$ cat src/rtl/reg_alu_flags.sv
module reg_alu_flags #(
  parameter int W = 32
) (
  input  logic         clk,
  input  logic         rst_n,
  input  logic         valid_i,
  input  logic [3:0]   op_i,
  input  logic [W-1:0] a_i,
  input  logic [W-1:0] b_i,
  input  logic [3:0]   flags_i,
  output logic         valid_o,
  output logic         wr_en_o,
  output logic [W-1:0] result_o,
  output logic [3:0]   flags_o
);

  localparam int SW = $clog2(W);

  localparam logic [3:0] OP_AND = 4'h0, OP_XOR = 4'h1, OP_SHL = 4'h2, OP_SHR = 4'h3,
                         OP_SRA = 4'h4, OP_ADC = 4'h5, OP_SBC = 4'h6, OP_ROT = 4'h7,
                         OP_TST = 4'h8, OP_NEG = 4'h9, OP_CMP = 4'hA, OP_CMN = 4'hB,
                         OP_OR  = 4'hC, OP_MUL = 4'hD, OP_BIC = 4'hE, OP_NOT = 4'hF;

  wire c_in = flags_i[1];
  wire v_in = flags_i[0];
  wire [7:0] amt = b_i[7:0];

  wire [W:0]          shl_x = {1'b0, a_i} << amt;
  wire [W:0]          shr_x = {a_i, 1'b0} >> amt;
  wire signed [W:0]   sra_x = $signed({a_i, 1'b0}) >>> amt;
  wire [SW-1:0]       rot_n = amt[SW-1:0];
  wire [2*W-1:0]      rot_x = {a_i, a_i} >> rot_n;
  wire [W-1:0]        rot_r = rot_x[W-1:0];
  wire [2*W-1:0]      prod  = a_i * b_i;

  logic [W-1:0] add_x, add_y;
  logic         add_ci;
  wire  [W:0]   sum   = {1'b0, add_x} + {1'b0, add_y} + {{W{1'b0}}, add_ci};
  wire  [W-1:0] sum_r = sum[W-1:0];
  wire          sum_v = add_x[W-1] == add_y[W-1] && sum_r[W-1] != add_x[W-1];

  always_comb begin
    add_x  = a_i;
    add_y  = ~b_i;
    add_ci = 1'b1;
    case (op_i)
      OP_ADC: begin add_y = b_i; add_ci = c_in; end
      OP_CMN: begin add_y = b_i; add_ci = 1'b0; end
      OP_SBC: add_ci = c_in;
      OP_NEG: add_x = '0;
      default: ;
    endcase
  end

  logic [W-1:0] res;
  logic         c_nx, v_nx;

  always_comb begin
    res  = sum_r;
    c_nx = c_in;
    v_nx = v_in;
    case (op_i)
      OP_AND, OP_TST: res = a_i & b_i;
      OP_XOR:         res = a_i ^ b_i;
      OP_OR:          res = a_i | b_i;
      OP_BIC:         res = a_i & ~b_i;
      OP_NOT:         res = ~b_i;
      OP_MUL:         res = prod[W-1:0];
      OP_SHL: if (amt == 8'd0) res = a_i;
              else begin res = shl_x[W-1:0]; c_nx = shl_x[W]; end
      OP_SHR: if (amt == 8'd0) res = a_i;
              else begin res = shr_x[W:1]; c_nx = shr_x[0]; end
      OP_SRA: if (amt == 8'd0) res = a_i;
              else begin res = sra_x[W:1]; c_nx = sra_x[0]; end
      OP_ROT: if (amt == 8'd0) res = a_i;
              else begin res = rot_r; c_nx = rot_r[W-1]; end
      default: begin res = sum_r; c_nx = sum[W]; v_nx = sum_v; end
    endcase
  end

  wire wr_nx = !(op_i == OP_TST || op_i == OP_CMP || op_i == OP_CMN);

  always_ff @(posedge clk or negedge rst_n) begin
    if (!rst_n) begin
      valid_o  <= 1'b0;
      wr_en_o  <= 1'b0;
      result_o <= '0;
      flags_o  <= '0;
    end else begin
      valid_o <= valid_i;
      wr_en_o <= valid_i && wr_nx;
      if (valid_i) begin
        result_o <= res;
        flags_o  <= {res[W-1], res == '0, c_nx, v_nx};
      end
    end
  end

  AST_FLAG_ONLY_NO_WRITE: assert property (@(posedge clk) disable iff (!rst_n)
    valid_i && (op_i == OP_TST || op_i == OP_CMP || op_i == OP_CMN) |=> !wr_en_o);
  AST_LOGIC_KEEPS_CV: assert property (@(posedge clk) disable iff (!rst_n)
    valid_i && (op_i == OP_AND || op_i == OP_XOR || op_i == OP_OR || op_i == OP_BIC || op_i == OP_NOT)
    |=> flags_o[1:0] == $past(flags_i[1:0]));
  AST_ZERO_SHIFT_IDENT: assert property (@(posedge clk) disable iff (!rst_n)
    valid_i && (op_i == OP_SHL || op_i == OP_SHR || op_i == OP_SRA || op_i == OP_ROT) && b_i[7:0] == 8'd0
    |=> result_o == $past(a_i) && flags_o[1:0] == $past(flags_i[1:0]));
  AST_MUL_KEEPS_CV: assert property (@(posedge clk) disable iff (!rst_n)
    valid_i && op_i == OP_MUL |=> flags_o[1:0] == $past(flags_i[1:0]));
  AST_NZ_TRACK_RESULT: assert property (@(posedge clk) disable iff (!rst_n)
    valid_o |-> flags_o[3] == result_o[W-1] && flags_o[2] == (result_o == '0));
  AST_IDLE_NO_WRITE: assert property (@(posedge clk) disable iff (!rst_n)
    !valid_o |-> !wr_en_o);
  AST_VALID_FOLLOWS: assert property (@(posedge clk) disable iff (!rst_n)
    valid_i |=> valid_o);

endmodule

$ cat config.mk
export PLATFORM = sky130hd
export DESIGN_NAME = reg_alu_flags
export DESIGN_NICKNAME = d
export VERILOG_FILES = /design/src/rtl/reg_alu_flags.sv
export SDC_FILE = /design/constraint.sdc
export NUM_CORES = 2
export LEC_CHECK = 0
export CORE_AREA = 2 2 302 379
export DETAILED_ROUTE_END_ITERATION = 10
export DIE_AREA = 0 0 304 381
export DONT_BUFFER_PORTS = 1
export GPL_TIMING_DRIVEN = 1
export SLEW_MARGIN = 30
export SYNTH_ARGS = -nofsm -noshare
export SYNTH_HDL_FRONTEND = slang
export SYNTH_SLANG_ARGS = --single-unit
$ cat constraint.sdc
create_clock -name clk -period 0.9 [get_ports clk]
set_clock_uncertainty 0.2 [all_clocks]
set_input_delay 0.18 -clock clk [delete_from_list [all_inputs] [get_ports clk]]
set_output_delay 0.18 -clock clk [all_outputs]
set_load 0.005 [all_outputs]
# Word level (Yosys, flattened, before mapping)
# Index checks and enable logic that the tools add are counted.
# op_classes
magnitude_cmp,0
reduce_logical,13
n_addsub,2
multipliers,1
n_mux,14
n_bitwise,5
div_mod_pow,0
shift,4
n_eq_ne,17
# op_table
cell,n
$pmux 32 s10,1
$mux 32,6
$and 32x32->32,2
$shr 64x5->32,1
$add 32x32->33,1
$add 33x1->33,1
$shl 32x8->33,1
$shr 33x8->33,1
$sshr 33x8->33,1
$eq 4x4->1 const B,8
$logic_not 32->1,1
$mul 32x32->32,1
$not 32->32,1
$or 32x32->32,1
$xor 32x32->32,1
$eq 4x3->1 const B,4
$reduce_or 11->1,1
$eq 4x2->1 const B,2
$logic_not 8->1,1
$reduce_or 7->1,1
$reduce_or 2->1,3
$mux 1,5
$pmux 1 s5,1
$eq 4x1->1 const B,1
7 further kinds,9
# totals
mem_bits_rw,0
romBits,0
output_inout_bits,38
memories,0
ff_bits,38
latchBits,0

# Depth between registers and ports, before layout
# logic_depth
ltp_word,8
ltp_mapped,36

# Worst setup path after synthesis
# OpenSTA, ideal clock, no wires.
# synth_timing
path_kind,in2reg
from,in b_i[2]
to,reg flags_o[2]
setup_slack_ns,-8.198
stages,32
arrival_time_ns,8.795
cell_sequence,buf_2 -> clkinv_1 -> buf_2 -> buf_1 -> clkbuf_1 -> buf_1 -> buf_1 -> nor2_1 -> fa_1 -> inv_1 -> fa_1 -> fa_1 -> fa_1 -> inv_1 -> fa_1 -> inv_1 -> fa_1 -> inv_1 -> fa_1 -> fa_1 -> ha_1 -> clkbuf_1 -> nand2_1 -> o41ai_1 -> a221oi_1 -> o21ai_1 -> and2_1 -> nor2_1 -> nor4_1 -> nand2_1 -> nand4b_1 -> o41ai_2
# synth_via
elab_chain_cells,6
elab_cells_between_ends,20
classes_between,add/sub: 2; mul: 1; shift: 4; mux: 6; bitwise: 5; reduce/logical: 2
# synth_rtl
element,line,source
start: declaration,9,"input logic [W-1:0] b_i,"
$not 32->32,"44, 66, 67",
$mux 32,46,case (op_i)
$add 32x32->33,38,"wire [W:0] sum = {1'b0, add_x} + {1'b0, add_y} + {{W{1'b0}}, add_ci};"
$add 33x1->33,38,
$pmux 32 s10 *,62,case (op_i)
$logic_not 32->1 *,94,"flags_o <= {res[W-1], res == '0, c_nx, v_nx};"
end signal: assignment,94,
end: declaration,14,output logic [3:0] flags_o
# Every way passes the cells marked *; elsewhere a longest branch is shown, timed or not.
# A chain may end at the register's enable or synchronous reset.

# Final worst setup path
# layout_timing
from,in b_i[3]
to,reg flags_o[2]
# The elaborated chain is that of the path after synthesis.

==> summary.txt <==
Clock network
  • Inserted Clock Buffers: 5
  • Clock Path Buffers: 2
  • H-tree depth: 2
  • Worst skew pair latency: 0.30 ns
  • TritonCTS clock tree: yes
  • Clock Sink Count: 37
  • Worst-path clk slew: 0.07 ns
  • Root Driver: clkbuf_16

Timing
  • Max Transition Viols Final: 0
  • Worst Tran Pin Value: 0.916 ns
  • Period utilisation layout: 804%
  • RSZ-0062 raised after global routing: true
  • Max-slew headroom: 38.8%
  • Final hold viol count: 64
  • Hold slack: -0.624 ns
  • Tmin final: 7.23 ns
  • Setup TNS: -182.05 ns
  • Fmax achieved: 138 MHz
  • Final WS setup: -6.33 ns
  • Final setup fails: 73

Synth
  • Yosys top cell area share: 29.4%
  • Asr flop ratio synth: 100%
  • Synth cell types: 88
  • Seq/Total Area, Yosys: 3.32%
  • Largest cells by area after synthesis: fa_1 29%, ha_1 9.1%, nor2_1 7.0%
  • Synth area leader: fa_1
  • #FFs+latches synth: 37
  • EDFF count, synth: 0
  • Cells after synthesis: 3565
  • Syn. warnings: 0
  • Count leader, synth: nor2_1
  • Mean Syn Cell Area: 7.83 um2
  • Most instantiated cells after synthesis: 522 x nor2_1, 433 x inv_1, 410 x fa_1
  • Syn Nets: 4253
  • Ys flop type: dfrtp_1
  • Post-Synthesis Cell Area: 27900 um2

Route
  • Remaining antenna violation count: 0
  • Number of DRC markers in iteration 0: 2864
  • # DRC: 0
  • Routed WL per cell: 29.0 um
  • Vias per cell: 5.51
  • WL final: 167000 um
  • Drt pass-1 iters: 6
  • Via count: 31700

Floorplanning
  • Die width: 304 um
  • Core Box Area: 112000 um2
  • Die H: 381 um
  • IO Pins: 113
  • Die area: 116000 um2
  • Initial core utilization: 24.8%
  • Num rows: 138

Global route
  • Vias in the first global route: 33000
  • Antenna violations before repair: 6
  • Largest net degree at the start of global routing: 121
  • First-pass GRT wire length: 236000 um
  • Total gr overflow: 0
  • Tot GR Track Use: 28.1%

Layout
  • Final non-filler cell total: 5756
  • Final nets: 4968
  • Final core utilization: 35.7%
  • Share of cells above drive strength 1: 35.4%
  • Fillers: 11500
  • Final Instance Area: 40100 um2
  • Syn-to-layout area delta: 43.8%

Critical path
  • Most used cell, CP: fa_1
  • Critical path's slowest cell: fa_2
  • Worst EP arrival: 7.23 ns
  • Critical Path Sink Type: flip-flop
  • CP max FO: 97
  • R2R depth: 2
  • Startpoint class of the critical path: input port
  • CP Class: input port to flip-flop
  • CP required: 0.90 ns
  • Slowest stage delay, CP: 0.55 ns

Run status
  • Outcome: complete, but fails checks
  • Failing checks: negative hold slack, negative setup slack

Hold path
  • HP Class: input port to asynchronous set/reset pin

Placement
  • Setup WS pre-CTS: -7.25 ns
  • Inst Count DP: 5641
  • Area post-placement: 36100 um2
  • Buffers on Ports: 0
  • Final GP Congestion: 1.04
  • HPWL after detailed placement: 130000 um

Power
  • VDD IR max: 5620 uV
  • Leakage: 18.1 nW
  • PwrDens: 4190 nW/um2
  • Overall Power: 168 mW

Flow run
  • Max-cap viol count: 0
routing by layer:
layer	vias up	track usage [%]	wire, um
met4	4	25.1	19000
met2	1780	46.7	77300
met1	15800	30.1	56800
li1	13400	-	-
met3	711	5.86	13900
met5	-	0	23
what timing repair did:
action / CTS / global route
endpoints found under the setup margin: 73 / 73
gates cloned: 0 / 1
pin swaps: 116 / 212
resized for setup: 342 / 303
endpoints found under the hold margin: 64 / 64
setup buffers: 53 / 69
cell type report:
type | count | area (um2) | area share, %
clock buffers | 6 | 129 | 0.321
repair buffers | 985 | 8500 | 21.2
flip-flops and latches | 37 | 931 | 2.32
well taps | 1470 | 1840 | 4.58
inverters | 460 | 1890 | 4.72
diodes | 5 | 12.5 | 0.0312
multi-input cells | 2791 | 26800 | 66.8
clock inverters | 2 | 10.0 | 0.0249
kinds of logic (layout without fill, tap and decap cells):
group | count (synthesis) | in the layout | synth area share [%]
xor gates and xnor gates | 132 | 132 | 4.14
DFF | 37 | 37 | 3.32
AOI/OAI and AO/OA | 681 | 681 | 16.6
muxes | 168 | 168 | 8.66
buffers and inverters | 737 | 1453 | 10.2
other | 0 | 5 | 0
adders and majority gates | 613 | 613 | 38.5
and+or+nand+nor | 1197 | 1197 | 18.5
path summary, 6_finish.rpt:
check / start / endpoint / slack [ns]
setup / recovery: b_i[3] / flags_o[2]$_DFFE_PN0P_ / -6.33
hold / removal: rst_n / result_o[23]$_DFFE_PN0P_ / -0.62
setup reg to reg: result_o[30]$_DFFE_PN0P_ / result_o[30]$_DFFE_PN0P_ / -0.29
hold reg to reg: result_o[4]$_DFFE_PN0P_ / result_o[4]$_DFFE_PN0P_ / 0.33
max in group asynchronous: rst_n / result_o[16]$_DFFE_PN0P_ / 1.02
min in group clk: valid_i / valid_o$_DFF_PN0_ / -0.27
power by group:
| part | internal (mW) | switching, mW | leakage [nW] |
|---|---|---|---|
| Combinational | 82.5 | 81.0 | 17.6 |
| Clock | 1.02 | 0.814 | 0.0706 |
| Sequential | 2.15 | 0.494 | 0.436 |
state kept, by name (all words and copies together) (netlist names):
register / count
flags_o: 3
result_o: 32
wr_en_o: 1
valid_o: 1
layout by cell type (no fill, tap or decap), drive strengths merged, types with 9 or more instances in the layout:
cell | netlist | layout
a2111oi | 11 | 11
a211oi | 27 | 27
a21o | 29 | 29
a21oi | 136 | 136
a221oi | 27 | 27
a22oi | 18 | 18
a31oi | 26 | 26
a32oi | 9 | 9
and2 | 20 | 20
and3 | 16 | 16
buf | 88 | 983
clkinv | 19 | 22
dfrtp | 37 | 37
fa | 410 | 410
ha | 203 | 203
inv | 441 | 432
mux2 | 46 | 46
mux2i | 69 | 69
mux4 | 53 | 53
nand2 | 389 | 389
nand2b | 26 | 26
nand3 | 54 | 54
nand4 | 18 | 18
nor2 | 522 | 522
nor2b | 25 | 25
nor3 | 49 | 49
nor4 | 24 | 24
o211ai | 36 | 36
o21a | 16 | 16
o21ai | 144 | 144
o221ai | 19 | 19
o22ai | 31 | 31
o31ai | 23 | 23
o32ai | 23 | 23
or2 | 10 | 10
xnor2 | 98 | 98
xor2 | 34 | 34
worst max-delay path: cells and delay by family:
family | cells | cell delay (ns)
compound gates | 11 | 2.02
fa+ha+maj | 9 | 3.77
buf+inv | 8 | 0.92
simple gates | 2 | 0.20
Note: power is estimated with default switching activity, not from simulation.
